--- src/rtl/psel_pkg.sv ---
package psel_pkg;

  typedef enum logic [1:0] {
    LNK_JTAG     = 2'b00,
    LNK_SWD      = 2'b01,
    LNK_SLEEP    = 2'b10,
    LNK_SWD_HELD = 2'b11
  } link_mode_e;

  localparam int SW_CODE_LEN    = 16;
  localparam int SLEEP_J_LEN    = 31;
  localparam int ALERT_LEN      = 128;
  localparam int GAP_LEN        = 4;
  localparam int WAKE_SHORT_LEN = 8;
  localparam int WAKE_ZERO_LEN  = 12;

  localparam logic [SW_CODE_LEN-1:0] CODE_TO_SWD    = 16'hE79E;
  localparam logic [SW_CODE_LEN-1:0] CODE_TO_JTAG   = 16'hE73C;
  localparam logic [SW_CODE_LEN-1:0] CODE_SWD_SLEEP = 16'hE3BC;
  localparam logic [SLEEP_J_LEN-1:0] CODE_J_SLEEP   = 31'h33BBBBBA;

  localparam logic [ALERT_LEN-1:0] ALERT_PAT =
    128'h19BC0EA2_E3DDAFE9_86852D95_6209F392;

  localparam logic [WAKE_SHORT_LEN-1:0] WAKE_SWD_CODE  = 8'h1A;
  localparam logic [WAKE_SHORT_LEN-1:0] WAKE_JTAG_CODE = 8'h0A;

  // JTAG and SWD are the two modes in which the switch codes are decoded
  function automatic logic is_link_active(input link_mode_e m);
    return (m == LNK_JTAG) || (m == LNK_SWD);
  endfunction

  // Decode of a complete 16-bit window while in SWD mode
  function automatic logic swd_code_hit(input logic [SW_CODE_LEN-1:0] w);
    return (w == CODE_TO_SWD) || (w == CODE_TO_JTAG) || (w == CODE_SWD_SLEEP);
  endfunction

  function automatic link_mode_e swd_code_target(input logic [SW_CODE_LEN-1:0] w);
    link_mode_e r;
    if (w == CODE_TO_JTAG)        r = LNK_JTAG;
    else if (w == CODE_SWD_SLEEP) r = LNK_SLEEP;
    else                          r = LNK_SWD;
    return r;
  endfunction

  // Decode of a complete 16-bit window while in JTAG mode (long run only)
  function automatic logic jtag_code_hit(input logic [SW_CODE_LEN-1:0] w);
    return (w == CODE_TO_SWD) || (w == CODE_TO_JTAG);
  endfunction

endpackage

--- src/rtl/psel_run_cnt.sv ---
module psel_run_cnt #(
  parameter int RUN_MAX = 50,
  localparam int RUN_W = $clog2(RUN_MAX + 1)
) (
  input  logic             clk,
  input  logic             rst_n,
  input  logic             bit_en,
  input  logic             bit_in,
  output logic [RUN_W-1:0] run_q
);

  localparam logic [RUN_W-1:0] RUN_TOP = RUN_W'(RUN_MAX);

  // Saturating count of consecutive high samples
  function automatic logic [RUN_W-1:0] run_step(input logic [RUN_W-1:0] r,
                                                 input logic b);
    logic [RUN_W-1:0] n;
    if (!b)               n = '0;
    else if (r == RUN_TOP) n = RUN_TOP;
    else                  n = r + 1'b1;
    return n;
  endfunction

  logic [RUN_W-1:0] run_d;

  always_comb begin
    run_d = run_q;
    if (bit_en) run_d = run_step(run_q, bit_in);
  end

  always_ff @(posedge clk or negedge rst_n) begin
    if (!rst_n) run_q <= '0;
    else        run_q <= run_d;
  end

  assert_run_hold_R2: assert property (@(posedge clk) disable iff (!rst_n)
    !bit_en |=> $stable(run_q))
    else $error("run count moved without a sample");

endmodule

--- src/rtl/psel_switch.sv ---
module psel_switch
  import psel_pkg::*;
#(
  parameter int LR_MIN  = 50,
  parameter int TLR_MIN = 5,
  parameter int RUN_W   = 6
) (
  input  logic             clk,
  input  logic             rst_n,
  input  logic             bit_en,
  input  logic             bit_in,
  input  logic [RUN_W-1:0] run_q,
  input  link_mode_e       cur_mode,
  output logic             hit,
  output link_mode_e       hit_mode
);

  localparam int CNT_W = $clog2(SLEEP_J_LEN + 1);
  localparam int SH_W  = SLEEP_J_LEN;
  localparam logic [RUN_W-1:0] LONG_RUN = RUN_W'(LR_MIN);
  localparam logic [RUN_W-1:0] LONG_M1  = RUN_W'(LR_MIN - 1);
  localparam logic [RUN_W-1:0] TLR_M1   = RUN_W'(TLR_MIN - 1);
  localparam logic [CNT_W-1:0] CNT_SW   = CNT_W'(SW_CODE_LEN);
  localparam logic [CNT_W-1:0] CNT_J    = CNT_W'(SLEEP_J_LEN);

  typedef enum logic [1:0] {CS_IDLE, CS_ARM, CS_COLL} cstate_e;

  cstate_e          st_q, st_d;
  logic [CNT_W-1:0] cnt_q, cnt_d, cnt_n;
  logic [SH_W-1:0]  sh_q, sh_d, nsh;
  logic             long_q, long_d;
  logic             active, in_jtag, reach;
  logic [SW_CODE_LEN-1:0] win;

  // Does the current high sample complete the run needed to arm?
  function automatic logic run_reached(input logic [RUN_W-1:0] r,
                                       input logic b,
                                       input logic [RUN_W-1:0] thr_m1);
    return b && (r >= thr_m1);
  endfunction

  assign active  = is_link_active(cur_mode);
  assign in_jtag = (cur_mode == LNK_JTAG);
  assign reach   = run_reached(run_q, bit_in, in_jtag ? TLR_M1 : LONG_M1);
  assign nsh     = {bit_in, sh_q[SH_W-1:1]};
  assign cnt_n   = cnt_q + 1'b1;
  assign win     = nsh[SH_W-1 -: SW_CODE_LEN];

  always_comb begin
    st_d     = st_q;
    cnt_d    = cnt_q;
    sh_d     = sh_q;
    long_d   = long_q;
    hit      = 1'b0;
    hit_mode = cur_mode;
    if (bit_en) begin
      if (!active) begin
        st_d = CS_IDLE;
      end else if (reach) begin
        st_d = CS_ARM;
      end else begin
        unique case (st_q)
          CS_IDLE: st_d = CS_IDLE;
          CS_ARM: begin
            st_d   = CS_COLL;
            cnt_d  = CNT_W'(1);
            sh_d   = nsh;
            long_d = (run_q >= LONG_RUN);
          end
          CS_COLL: begin
            cnt_d = cnt_n;
            sh_d  = nsh;
            if (cnt_n == CNT_SW) begin
              if (!in_jtag) begin
                st_d     = CS_IDLE;
                hit      = swd_code_hit(win);
                hit_mode = swd_code_target(win);
              end else if (long_q && jtag_code_hit(win)) begin
                st_d     = CS_IDLE;
                hit      = 1'b1;
                hit_mode = (win == CODE_TO_SWD) ? LNK_SWD : LNK_JTAG;
              end
            end else if (cnt_n == CNT_J) begin
              st_d = CS_IDLE;
              if (nsh == CODE_J_SLEEP) begin
                hit      = 1'b1;
                hit_mode = LNK_SLEEP;
              end
            end
          end
          default: st_d = CS_IDLE;
        endcase
      end
    end
  end

  always_ff @(posedge clk or negedge rst_n) begin
    if (!rst_n) begin
      st_q   <= CS_IDLE;
      cnt_q  <= '0;
      sh_q   <= '0;
      long_q <= 1'b0;
    end else begin
      st_q   <= st_d;
      cnt_q  <= cnt_d;
      sh_q   <= sh_d;
      long_q <= long_d;
    end
  end

  assert_hit_in_coll_R4: assert property (@(posedge clk) disable iff (!rst_n)
    hit |-> (st_q == CS_COLL) && bit_en && active)
    else $error("switch code hit outside collection");

  assert_sleep_from_jtag_R6: assert property (@(posedge clk) disable iff (!rst_n)
    (hit && hit_mode == LNK_SLEEP && in_jtag) |-> (cnt_n == CNT_J))
    else $error("jtag sleep code taken at wrong length");

endmodule

--- src/rtl/psel_wake.sv ---
module psel_wake
  import psel_pkg::*;
#(
  parameter int ABORT_MIN = 8,
  parameter int RUN_W     = 6
) (
  input  logic             clk,
  input  logic             rst_n,
  input  logic             bit_en,
  input  logic             bit_in,
  input  logic [RUN_W-1:0] run_q,
  input  logic             active,
  output logic             wake_swd,
  output logic             wake_jtag
);

  localparam int IDX_W = $clog2(ALERT_LEN);
  localparam int GAP_W = $clog2(GAP_LEN);
  localparam int ACT_W = $clog2(WAKE_ZERO_LEN);
  localparam logic [IDX_W-1:0] IDX_LAST  = IDX_W'(ALERT_LEN - 1);
  localparam logic [GAP_W-1:0] GAP_LAST  = GAP_W'(GAP_LEN - 1);
  localparam logic [ACT_W-1:0] SHORT_LAST = ACT_W'(WAKE_SHORT_LEN - 1);
  localparam logic [ACT_W-1:0] ZERO_LAST  = ACT_W'(WAKE_ZERO_LEN - 1);
  localparam logic [ACT_W-1:0] SHORT_LEN  = ACT_W'(WAKE_SHORT_LEN);
  localparam logic [RUN_W-1:0] ABORT_M1   = RUN_W'(ABORT_MIN - 1);

  typedef enum logic [2:0] {WS_IDLE, WS_ARM, WS_ALERT, WS_GAP, WS_ACT} wstate_e;

  wstate_e          ws_q, ws_d;
  logic [IDX_W-1:0] idx_q, idx_d;
  logic [GAP_W-1:0] gap_q, gap_d;
  logic [ACT_W-1:0] k_q, k_d;
  logic             ok_swd_q, ok_alt_q, ok_zero_q;
  logic             ok_swd_d, ok_alt_d, ok_zero_d;
  logic             abort_run, alert_ok, s_ok, a_ok, z_ok, in_short;

  assign abort_run = bit_in && (run_q >= ABORT_M1);
  assign alert_ok  = (bit_in == ALERT_PAT[idx_q]);
  assign in_short  = (k_q < SHORT_LEN);
  assign s_ok      = ok_swd_q && in_short && (bit_in == WAKE_SWD_CODE[k_q[2:0]]);
  assign a_ok      = ok_alt_q && in_short && (bit_in == WAKE_JTAG_CODE[k_q[2:0]]);
  assign z_ok      = ok_zero_q && !bit_in;

  always_comb begin
    ws_d      = ws_q;
    idx_d     = idx_q;
    gap_d     = gap_q;
    k_d       = k_q;
    ok_swd_d  = ok_swd_q;
    ok_alt_d  = ok_alt_q;
    ok_zero_d = ok_zero_q;
    wake_swd  = 1'b0;
    wake_jtag = 1'b0;
    if (bit_en) begin
      if (!active) begin
        ws_d = WS_IDLE;
      end else if (abort_run) begin
        ws_d = WS_ARM;
      end else begin
        unique case (ws_q)
          WS_IDLE: ws_d = WS_IDLE;
          WS_ARM: begin
            if (alert_ok && idx_q == '0) begin
              ws_d  = WS_ALERT;
              idx_d = IDX_W'(1);
            end else begin
              ws_d = WS_IDLE;
            end
          end
          WS_ALERT: begin
            if (!alert_ok)              ws_d = WS_IDLE;
            else if (idx_q == IDX_LAST) begin
              ws_d  = WS_GAP;
              gap_d = '0;
            end else begin
              idx_d = idx_q + 1'b1;
            end
          end
          WS_GAP: begin
            if (bit_in)                 ws_d = WS_IDLE;
            else if (gap_q == GAP_LAST) begin
              ws_d      = WS_ACT;
              k_d       = '0;
              ok_swd_d  = 1'b1;
              ok_alt_d  = 1'b1;
              ok_zero_d = 1'b1;
            end else begin
              gap_d = gap_q + 1'b1;
            end
          end
          WS_ACT: begin
            if (k_q == SHORT_LAST && s_ok) begin
              wake_swd = 1'b1;
              ws_d     = WS_IDLE;
            end else if (k_q == SHORT_LAST && a_ok) begin
              wake_jtag = 1'b1;
              ws_d      = WS_IDLE;
            end else if (k_q == ZERO_LAST && z_ok) begin
              wake_jtag = 1'b1;
              ws_d      = WS_IDLE;
            end else if (!(s_ok || a_ok || z_ok)) begin
              ws_d = WS_IDLE;
            end else begin
              k_d       = k_q + 1'b1;
              ok_swd_d  = s_ok;
              ok_alt_d  = a_ok;
              ok_zero_d = z_ok;
            end
          end
          default: ws_d = WS_IDLE;
        endcase
      end
      if (ws_d != WS_ALERT && ws_d != WS_ARM) idx_d = '0;
      if (ws_d == WS_ARM)                      idx_d = '0;
    end
  end

  always_ff @(posedge clk or negedge rst_n) begin
    if (!rst_n) begin
      ws_q      <= WS_IDLE;
      idx_q     <= '0;
      gap_q     <= '0;
      k_q       <= '0;
      ok_swd_q  <= 1'b0;
      ok_alt_q  <= 1'b0;
      ok_zero_q <= 1'b0;
    end else begin
      ws_q      <= ws_d;
      idx_q     <= idx_d;
      gap_q     <= gap_d;
      k_q       <= k_d;
      ok_swd_q  <= ok_swd_d;
      ok_alt_q  <= ok_alt_d;
      ok_zero_q <= ok_zero_d;
    end
  end

  assert_wake_excl_R7: assert property (@(posedge clk) disable iff (!rst_n)
    $onehot0({wake_swd, wake_jtag}))
    else $error("both wake outcomes at once");

  assert_wake_gated_R10: assert property (@(posedge clk) disable iff (!rst_n)
    (wake_swd || wake_jtag) |-> (active && bit_en && ws_q == WS_ACT))
    else $error("wake outcome outside activation phase");

  assert_abort_rearm_R9: assert property (@(posedge clk) disable iff (!rst_n)
    (bit_en && active && abort_run) |=> (ws_q == WS_ARM))
    else $error("high run did not restart alert matching");

endmodule

--- src/rtl/proto_sel_detect.sv ---
module proto_sel_detect
  import psel_pkg::*;
#(
  parameter int LR_MIN    = 50,
  parameter int TLR_MIN   = 5,
  parameter int ABORT_MIN = 8
) (
  input  logic       clk,
  input  logic       rst_n,
  input  logic       bit_en,
  input  logic       bit_in,
  output logic [1:0] mode,
  output logic       line_rst,
  output logic       mode_chg
);

  localparam int RUN_W = $clog2(LR_MIN + 1);
  localparam logic [RUN_W-1:0] LONG_RUN = RUN_W'(LR_MIN);

  logic [RUN_W-1:0] run_q;
  link_mode_e       mode_q, mode_d, sw_mode;
  logic             sw_hit, wake_swd, wake_jtag;
  logic             long_end, lr_evt;
  logic             lr_q, chg_q;

  psel_run_cnt #(.RUN_MAX(LR_MIN)) u_run (
    .clk    (clk),
    .rst_n  (rst_n),
    .bit_en (bit_en),
    .bit_in (bit_in),
    .run_q  (run_q)
  );

  psel_switch #(.LR_MIN(LR_MIN), .TLR_MIN(TLR_MIN), .RUN_W(RUN_W)) u_switch (
    .clk      (clk),
    .rst_n    (rst_n),
    .bit_en   (bit_en),
    .bit_in   (bit_in),
    .run_q    (run_q),
    .cur_mode (mode_q),
    .hit      (sw_hit),
    .hit_mode (sw_mode)
  );

  psel_wake #(.ABORT_MIN(ABORT_MIN), .RUN_W(RUN_W)) u_wake (
    .clk       (clk),
    .rst_n     (rst_n),
    .bit_en    (bit_en),
    .bit_in    (bit_in),
    .run_q     (run_q),
    .active    (mode_q == LNK_SLEEP),
    .wake_swd  (wake_swd),
    .wake_jtag (wake_jtag)
  );

  // Low sample closing a long high run
  assign long_end = bit_en && !bit_in && (run_q >= LONG_RUN);
  assign lr_evt   = long_end && (mode_q != LNK_SLEEP);

  always_comb begin
    mode_d = mode_q;
    if (bit_en) begin
      unique case (mode_q)
        LNK_SLEEP: begin
          if (wake_swd)       mode_d = LNK_SWD_HELD;
          else if (wake_jtag) mode_d = LNK_JTAG;
        end
        LNK_SWD_HELD: if (long_end) mode_d = LNK_SWD;
        default:      if (sw_hit)   mode_d = sw_mode;
      endcase
    end
  end

  always_ff @(posedge clk or negedge rst_n) begin
    if (!rst_n) begin
      mode_q <= LNK_JTAG;
      lr_q   <= 1'b0;
      chg_q  <= 1'b0;
    end else begin
      mode_q <= mode_d;
      lr_q   <= lr_evt;
      chg_q  <= (mode_d != mode_q);
    end
  end

  assign mode     = mode_q;
  assign line_rst = lr_q;
  assign mode_chg = chg_q;

  assert_chg_single_R11: assert property (@(posedge clk) disable iff (!rst_n)
    mode_chg |=> !mode_chg)
    else $error("mode change pulse wider than one clock");

  assert_chg_sampled_R2: assert property (@(posedge clk) disable iff (!rst_n)
    mode_chg |-> $past(bit_en))
    else $error("mode change without a sample");

  assert_lr_awake_R3: assert property (@(posedge clk) disable iff (!rst_n)
    line_rst |-> (mode_q != LNK_SLEEP))
    else $error("line reset reported in sleep");

  assert_held_entry_R7: assert property (@(posedge clk) disable iff (!rst_n)
    (mode_q == LNK_SWD_HELD && $past(mode_q) != LNK_SWD_HELD) |->
      ($past(mode_q) == LNK_SLEEP))
    else $error("held SWD entered from an awake mode");

  assert_held_exit_R8: assert property (@(posedge clk) disable iff (!rst_n)
    ($past(mode_q) == LNK_SWD_HELD && mode_q != LNK_SWD_HELD) |-> line_rst)
    else $error("held SWD left without a line reset");

endmodule

--- config.mk ---
export PLATFORM = sky130hd
export DESIGN_NAME = proto_sel_detect
export DESIGN_NICKNAME = d
export VERILOG_FILES = /design/src/rtl/psel_pkg.sv /design/src/rtl/psel_run_cnt.sv /design/src/rtl/psel_switch.sv /design/src/rtl/psel_wake.sv /design/src/rtl/proto_sel_detect.sv
export SDC_FILE = /design/constraint.sdc
export NUM_CORES = 1
export LEC_CHECK = 0
export ABC_AREA = 1
export BUFFER_PORTS_ARGS = -buffer_cell sky130_fd_sc_hd__buf_2
export CAP_MARGIN = 20
export CELL_PAD_IN_SITES_DETAIL_PLACEMENT = 0
export CELL_PAD_IN_SITES_GLOBAL_PLACEMENT = 1
export CORE_AREA = 2 2 70 122
export CTS_BUF_LIST = sky130_fd_sc_hd__clkbuf_4
export CTS_CLUSTER_DIAMETER = 100
export DETAILED_ROUTE_END_ITERATION = 8
export DIE_AREA = 0 0 72 124
export GPL_TIMING_DRIVEN = 0
export PLACE_DENSITY_LB_ADDON = 0.1
export SYNTH_ARGS = -nofsm -noshare
export SYNTH_HDL_FRONTEND = slang
export SYNTH_SLANG_ARGS = --single-unit
--- constraint.sdc ---
create_clock -name clk -period 5.5 [get_ports clk]
set_input_delay 1.1 -clock clk [delete_from_list [all_inputs] [get_ports clk]]
set_output_delay 1.1 -clock clk [all_outputs]
set_load 0.02 [all_outputs]
### Word-level counts from Yosys, hierarchy flattened

Memories as Yosys holds them, arrays and structs flattened.
Cells that the tools add are included.

| cells by class | value |
|---|---|
| equality and inequality tests | 43 |
| add/subtract/negate cells | 5 |
| reduce and logical (&&, ||, !) cells | 37 |
| order comparisons | 6 |
| bitwise operators | 2 |
| mux-type cells | 102 |

Operators with widths:

| kind | number |
|---|---|
| 2-bit 2-to-1 mux | 26 |
| 7-bit 2-to-1 mux | 7 |
| 16-bit equality test, second input constant | 3 |
| 1-bit 2-to-1 mux | 39 |
| 3-bit 2-to-1 mux | 11 |
| 31-bit by 30-bit equality test with 1-bit output, second input constant | 1 |
| 4-bit 2-to-1 mux | 6 |
| 6-bit 2-to-1 mux | 3 |
| 1-bit logical AND | 16 |
| 7-bit one-hot mux with 2 select lines | 1 |
| 2-bit != test, second input constant | 6 |
| 2-bit one-hot mux with 2 select lines | 3 |
| 3-bit one-hot mux with 4 select lines | 1 |
| 4-bit AND reduction | 3 |
| 5-bit equality test, second input constant | 2 |
| 5-bit one-hot mux with 2 select lines | 1 |
| 10-bit AND reduction | 1 |
| 2-bit equality test, second input constant | 4 |
| 7-bit by 8-bit less-than comparator with 1-bit output, second input constant | 1 |
| 2-bit by 1-bit != test with 1-bit output, second input constant | 4 |
| 4-bit by 1-bit != test with 1-bit output, second input constant | 2 |
| 4-bit one-hot mux with 2 select lines | 1 |
| 8-bit AND reduction | 1 |
| 7-bit by 1-bit adder with 7-bit output, second input constant | 1 |
| other kinds (37) | 51 |

| word-level totals | value |
|---|---|
| register bits | 68 |
| output and inout port bits | 4 |
| memories kept | 3 |
| memory bits (read-only) | 144 |
| logic and storage cells | 213 |

Memories:

| name | words | width | rd ports | clocked after Yosys merged registers in | write ports | line | text |
|---|---|---|---|---|---|---|---|
| (name not given) | 128 | 1 | 1 | 0 | 0 | psel_wake.sv:38 | `assign alert_ok = (bit_in == ALERT_PAT[idx_q]);` |
| (name not given) | 8 | 1 | 1 | 0 | 0 | psel_wake.sv:41 | `assign a_ok = ok_alt_q && in_short && (bit_in == WAKE_JTAG_CODE[k_q[2:0]]);` |
| (name not given) | 8 | 1 | 1 | 0 | 0 | psel_wake.sv:40 | `assign s_ok = ok_swd_q && in_short && (bit_in == WAKE_SWD_CODE[k_q[2:0]]);` |

### Depth between registers and ports, before layout

Gate-level depths: netlist of the first run.

| depth | value |
|---|---|
| depth in word-level cells | 18 |
| gate-level depth with buffers | 20 |
| gate-level depth less buffers | 20 |

### Cells and area by module

A second synthesis of the first run with hierarchy kept.

| unflattened totals | value |
|---|---|
| cell total of the unflattened synthesis | 612 |
| area, all modules | 4306.6 µm² |

Modules (own cells, without submodules):

| module | cells an instance | instances | area an instance (µm²) | sequential area each (µm²) |
|---|---|---|---|---|
| psel_switch | 287 | 1 | 2144.6 | 950.9 |
| psel_wake | 239 | 1 | 1556.5 | 475.5 |
| psel_run_cnt | 46 | 1 | 350.3 | 150.1 |
| proto_sel_detect | 40 | 1 | 255.2 | 100.1 |

### Worst setup path after synthesis of the first run

Ideal clock, no wire load.

| timing | value |
|---|---|
| kind | register to register |
| from | register mode_q[1] (netlist: mode[1]) |
| to | register u_switch.sh_q[23] |
| cell stages (with the launch flop) | 18 |
| path buffers | 2 |
| required time | 5.383 ns |
| period minus slack after synthesis | 2.399 ns |
| library setup time | 0.117 ns |
| path slack | 3.101 ns |
| arrival time | 2.282 ns |
| cells stage by stage | dfrtp_1 > nor2_1 > inv_1 > ha_1 > inv_1 > nor2_1 > nand3_1 > nand4_1 > nand2_2 > inv_2 > nor2_2 > inv_2 > nor3_4 > inv_2 > buf_2 > buf_6 > nand2_1 > nand2_1 |

| between the ends | value |
|---|---|
| longest elaborated chain between the ends | 6 |
| elaborated cells between the ends (all ways) | 8 |

RTL lines:

| item | line | text |
|---|---|---|
| start, declared | proto_sel_detect.sv:21 | `link_mode_e mode_q, mode_d, sw_mode;` |
| start signal, assigned | proto_sel_detect.sv:80 | `mode_q <= mode_d;` |
| 2-bit logical NOT | psel_pkg.sv:30, psel_switch.sv:43 |  |
| 6-bit 2-to-1 mux | psel_switch.sv:44 | `assign reach = run_reached(run_q, bit_in, in_jtag ? TLR_M1 : LONG_M1);` |
| 6-bit >= comparator | psel_switch.sv:39 | `return b && (r >= thr_m1);` |
| 1-bit logical AND | psel_switch.sv:39 |  |
| 1-bit inverter (no line) | -- |  |
| 4-bit AND reduction (no line) * | -- |  |
| end signal, assigned | psel_switch.sv:101 | `sh_q <= '0;` |
| end signal, assigned | psel_switch.sv:106 | `sh_q <= sh_d;` |
| end, declared | psel_switch.sv:30 | `logic [SH_W-1:0] sh_q, sh_d, nsh;` |

Every way passes the cells marked *; elsewhere a longest branch is shown, timed or not.
A chain may end at the register's enable or synchronous reset.

### Worst setup path after layout of the first run

| timing | value |
|---|---|
| from | register mode_q[0] (netlist: mode[0]) |
| to | register u_switch.sh_q[25] |

Same word-level chain as after synthesis.

==> results of run 1 <==
flip-flops by register name, summed over array words and instances, names as in the netlist:
register	flops
u_switch.sh_q	30
u_wake.idx_q	7
u_run.run_q	6
u_switch.cnt_q	5
u_wake.k_q	4
u_wake.ws_q	3
mode	2
u_switch.st_q	2
u_wake.gap_q	2
line_rst	1
mode_chg	1
u_switch.long_q	1
u_wake.ok_alt_q	1
u_wake.ok_swd_q	1
u_wake.ok_zero_q	1
per-layer routing:
layer	track usage	vias up	share of wire
met5	0	-	0
met4	0.0943	0	0.026
met3	0.0413	22	0.026
met2	0.459	65	0.55
met1	0.261	1753	0.40
li1	-	1817	-
critical path, cell delays in order (launching register included):
cell and delay (ns):
dfrtp_1 0.51, nor2_1 0.33, inv_1 0.14, ha_1 0.29, inv_1 0.05, nor2_1 0.04, nand4_1 0.08, nand4_1 0.16
nand2_2 0.15, inv_2 0.05, nor2_2 0.11, inv_2 0.07, nor3_4 0.21, inv_2 0.05, buf_2 0.20, buf_6 0.17
nand2_1 0.07, nand2_1 0.04
stage by stage:
stage	power, uW	instance area, sq um	hold slack [ns]	util	setup WS (ns)
2_1_floorplan	583	4110	0.452	-	3.10
3_3_place_gp	615	4260	0.462	0.539	2.74
3_5_place_dp	618	4260	0.475	0.539	2.69
4_1_cts	906	4380	0.508	0.554	2.67
5_1_grt	943	4380	0.538	0.554	2.35
6_report	898	4380	0.500	0.554	2.66
placed cells by master, fill, tap and decap left out, types with 2 or more instances in the layout:
cell type   count
nand2_1       140
dfrtp_1        67
inv_1          55
nand3_1        43
nor2_1         31
o21ai_0        28
nand4_1        25
a21oi_1        19
ha_1           18
o21ai_1        14
inv_2          13
nor3_1         13
buf_2          12
clkbuf_4        9
nand2_2         8
nor2_2          7
xor2_1          6
o211ai_1        5
nor4_1          4
nor3_2          4
o22ai_1         4
buf_6           4
clkinvlp_4      4
clkbuf_1        3
nor2_4          3
nand3_2         3
buf_4           2
nand2_4         2
o31ai_1         2
a31oi_1         2
final timing paths:
path                                         from                 to
worst max-delay path                      mode[0]  u_switch.sh_q[25]
worst min-delay path            u_switch.sh_q[18]  u_switch.sh_q[17]
worst max register to register            mode[0]  u_switch.sh_q[25]
worst min register to register  u_switch.sh_q[18]  u_switch.sh_q[17]
max in group asynchronous                   rst_n  u_switch.cnt_q[1]
min in group asynchronous                   rst_n    u_wake.idx_q[3]
cells by family (layout without fill, tap and decap cells):
group           Yosys count  in the layout  share of synthesized area
simple gates            286            286                      0.331
buf+inv                  84            107                     0.0870
fa+ha+maj                18             18                     0.0548
flops                    67             67                      0.408
xor+xnor                  6              6                     0.0128
compound gates           78             78                      0.107
cell type report:
cell class	instances	area, sq um
Fill cell	789	3530
Clock inverter	7	52.6
Clock buffer	9	67.6
Tap cell	90	113
Inverter	69	259
Multi-Input combinational cell	388	2080
Timing Repair Buffer	7	37.5
Sequential cell	67	1680
Buffer	15	98.8
power by group through the flow:
stage	clock network, uW	logic [uW]	registers [uW]
2_1_floorplan	0	49.6	534
3_3_place_gp	0	81.5	534
3_5_place_dp	0	83.8	534
4_1_cts	297	83.9	525
5_1_grt	319	96.1	527
6_report	290	82.6	525
==> metrics.cfg, run 1 <==
[run_status]
outcome=finished, final reports clean

[placed_design]
place_inst=636
dp_hpwl_um=7270
gp_congestion=0.825
io_buffers=7

[sta]
finalSetupViolCount=0
post-route-period-util=0.517
final-hold-violation-count=0
relSlewSlack=0.412
max_freq_ghz=0.352
rsz0062_at_grt=no
tns_ns=0
finClkSkew_ns=0.0185
min_period_ns=2.84
drv_slew=0
worst_pin_slew_ns=0.882

[yosys]
synth_area_per_cell_sq_um=7.63
synth_seq_area_share=0.408
ys_async_sr_fraction=1.00
synth_common_cells=140 x nand2_1, 67 x dfrtp_1, 55 x inv_1, 43 x nand3_1, 31 x nor2_1
synth.distinct_cells=37
ys_ff_latch=67
synthFlopType=dfrtp_1
syn_area_sq_um=4110
synth_top_area_cell=dfrtp_1
yosysMostFrequentCell=nand2_1
syn-num-nets=561
synth_top_cell_area_share=0.408
netlist_instances=539
synth.area.top_cells=dfrtp_1 41%, nand2_1 13%, ha_1 5.5%
ys.warnings.count=0
synth_edf_count=0

[cts]
postCtsHoldBufs=0
htree_levels=3
root_buffer=clkbuf_4
cts_tree=yes
clk_pin_slew_worst_paths_ns=0.13
clock_sinks=67
cts_buffers=9
cts_buffer_depth=2
post_cts_buffers=0
clk_latency_ns=0.43
post_cts_resized=0

[power_and_ir_drop]
pwr_density_cell_nw_per_um2=205
internal-power_uw=626
power_frac_seq=0.585
p_comb_frac=0.092
irDropWorstVdd_v=0.000126
netSwitchingPower_uw=272
sw_frac_of_total=0.303
power_frac_clock=0.323
power_leakage_uw=0.00208

[worst_setup_path]
ff2ff_setup_slack_ns=2.66
cp.required_ns=5.83
path_max_fanout=10
reg2reg_depth=17
cp-end-kind=flip-flop
start_kind=flip-flop
critPathArrivalTime_ns=3.18
path_class=reg -> reg

[detailed_routing]
vias_per_cell=5.61
vias=3657
antenna_left=0
drtIter0Drc=169
wl_per_cell_um=15.0
drc=0
wirelength_um=9800
dr.pass1.iters=5

[die]
rows=43
io_pins=8
die_area_sq_um=8930
fp.coreArea_sq_um=7910
start_util=0.520
fp.dieW_um=72
die_y_um=124

[finish]
final_nets=579
area_growth_pct=6.57
drive_above_1_share=0.141
n_antenna_cell=0
final_cells=652

[grt]
antenna_found_initial=0
grt_util_all_layers=0.242
grt_max_degree=68
grt_overflow_total=0
grt_pass1_wl_um=16700
grt_pass1_vias=3553

[hold_path]
hold_path.class=reg -> reg
worstHoldPathCells=2

[job]
drv_cap=0

No activity file was read; power rests on OpenSTA's default activity.
==> run 2, diff against run 1 <==
--- a/config.mk
+++ b/config.mk
@@ -10,11 +10,11 @@
 export CAP_MARGIN = 20
 export CELL_PAD_IN_SITES_DETAIL_PLACEMENT = 0
 export CELL_PAD_IN_SITES_GLOBAL_PLACEMENT = 1
-export CORE_AREA = 2 2 70 122
+export CORE_AREA = 2 2 77 133
 export CTS_BUF_LIST = sky130_fd_sc_hd__clkbuf_4
 export CTS_CLUSTER_DIAMETER = 100
 export DETAILED_ROUTE_END_ITERATION = 8
-export DIE_AREA = 0 0 72 124
+export DIE_AREA = 0 0 79 135
 export GPL_TIMING_DRIVEN = 0
 export PLACE_DENSITY_LB_ADDON = 0.1
 export SYNTH_ARGS = -nofsm -noshare
==> constraint.sdc (replaced) <==
create_clock -name clk -period 2.4 [get_ports clk]
set_input_delay 0.48 -clock clk [delete_from_list [all_inputs] [get_ports clk]]
set_output_delay 0.48 -clock clk [all_outputs]
set_load 0.02 [all_outputs]
==> metrics.cfg, run 2 (same netlist as run 1, synthesis figures left out) <==
[run_status]
outcome=finished, final reports clean

[sta]
post-route-period-util=0.985
finalSetupViolCount=0
min_period_ns=2.36
finClkSkew_ns=0.0117
max_freq_ghz=0.423
drv_slew=0
final-hold-violation-count=0
rsz0062_at_grt=yes
relSlewSlack=0.413
worst_pin_slew_ns=0.880

[worst_setup_path]
critPathArrivalTime_ns=2.71
path_class=reg -> reg
path_max_fanout=7
r2r_start=mode[1]
cpPeakStageDelay_ns=0.45
crit_slowest_cell=dfrtp_2
cp-end-kind=flip-flop
rr_endpoint=u_switch.sh_q[24]
start_kind=flip-flop
crit_path_frequent_cell=inv_2
reg2reg_depth=18
cp.required_ns=2.75
ff2ff_setup_slack_ns=0.04
path_cells=nor2_4 -> inv_4 -> ha_4 -> inv_2 -> nor2_2 -> nand4_1 -> nand4_1 -> nand2_2 -> inv_2 -> nor2_4 -> inv_2 -> nor3_4 -> buf_6 -> inv_8 -> buf_8 -> clkbuf_16 -> nand2_1 -> nand2_1

[grt]
grt_pass1_vias=3648
grt_overflow_total=0
antenna_found_initial=1
grt_max_degree=68
grt_pass1_wl_um=17700
grt_util_all_layers=0.211

[detailed_routing]
wirelength_um=10700
antenna_left=0
drtIter0Drc=208
vias=3750
vias_per_cell=5.30
wl_per_cell_um=15.2
dr.pass1.iters=4
drc=0

[cts]
htree_levels=3
clock_sinks=67
cts_tree=yes
clk_latency_ns=0.44
root_buffer=clkbuf_4
cts_buffer_depth=2
clk_pin_slew_worst_paths_ns=0.14
cts_buffers=9

[finish]
largest_reg_flops=30
final_nets=602
mostFrequentLayoutCells=128 x nand2_1, 63 x dfrtp_1, 48 x inv_1
final_core_util=0.509
drive_above_1_share=0.239
area_growth_pct=17.9
largest-register=u_switch.sh_q
mostFrequentLayoutCell=nand2_1
reg_top3=u_switch.sh_q: 30 flops, u_wake.idx_q: 7 flops, u_run.run_q: 6 flops

[die]
die_area_sq_um=10700
die_y_um=135
rows=47
start_util=0.432
fp.coreArea_sq_um=9530
fp.dieW_um=79
io_pins=8

[power_and_ir_drop]
power_leakage_uw=0.00226
irDropWorstVdd_v=0.000239
report.power.total_uw=2150
pwr_density_cell_nw_per_um2=443

[hold_path]
hold_path.class=in -> async

[job]
drv_cap=0

[placed_design]
gp_congestion=0.852
io_buffers=7
dp_hpwl_um=7420

## run 2: where the power goes
group / internal [uW] / total (uW) / switching (uW) / leakage (uW)
Sequential: 1170 / 1200 / 31.2 / 0.000834
Combinational: 73.3 / 225 / 152 / 0.00136
Clock: 230 / 728 / 498 / 0.0000651
Total: 1470 / 2150 / 681 / 0.00226
## run 2: per-stage QoR
| stage | setup WS, ns | hold WS (ns) | TNS, ns | cells | area [sq um] |
|---|---|---|---|---|---|
| after CTS | 0.00582 | 0.156 | 0 | 689 | 4500 |
| after global routing | -0.0856 | 0.172 | -1.02 | 708 | 4850 |
| final | 0.0362 | 0.122 | 0 | 708 | 4850 |
| after global placement | -0.413 | 0.469 | -12.26 | 668 | 4300 |
| after floorplan | 0.00117 | 0.184 | 0 | 539 | 4110 |
| after detailed placement | -0.432 | 0.482 | -12.96 | 668 | 4300 |
## run 2: metal layers
layer  wire, um  track usage
met5          0            0
met3        310       0.0388
met2       5780        0.363
met1       4470        0.256
met4        182       0.0872
## run 2: worst max path at each step
stage / startpoint / cells past startpoint / endpoint / slack, ns
after detailed placement: mode[1] / 16 / u_switch.cnt_q[4] / -0.43
final: mode[1] / 18 / u_switch.sh_q[24] / 0.04
after CTS: mode[0] / 15 / u_switch.cnt_q[2] / 0.006
after global placement: mode[1] / 16 / u_switch.cnt_q[4] / -0.41
after floorplan: mode[1] / 17 / u_switch.sh_q[23] / 0.001
after global routing: mode[1] / 18 / u_switch.sh_q[4] / -0.09
## run 2: repair_timing
item | in CTS | in global routing
resized for setup | 13 | 63
endpoints found under the setup margin | 44 | 46
gates cloned | 0 | 3
hold buffers | 0 | 0
hold endpoints to repair | 0 | 0
pin swaps | 3 | 11
buffers inserted | 5 | 15
## run 2: critical path, delay by kind of cell, from the launching register on
family / cells / cell delay, ns
buffers and inverters: 8 / 0.73
and+or+nand+nor: 9 / 0.85
adders and majority gates: 1 / 0.22
DFF: 1 / 0.45
## run 2: cell type report
type	count	area, sq um
Timing Repair Buffer	30	253
Tap cell	122	153
Clock inverter	7	61.3
Inverter	69	272
Buffer	15	135
Multi-Input combinational cell	388	2220
Antenna cell	1	2.50
Clock buffer	9	67.6
Fill cell	992	4680
Sequential cell	67	1680
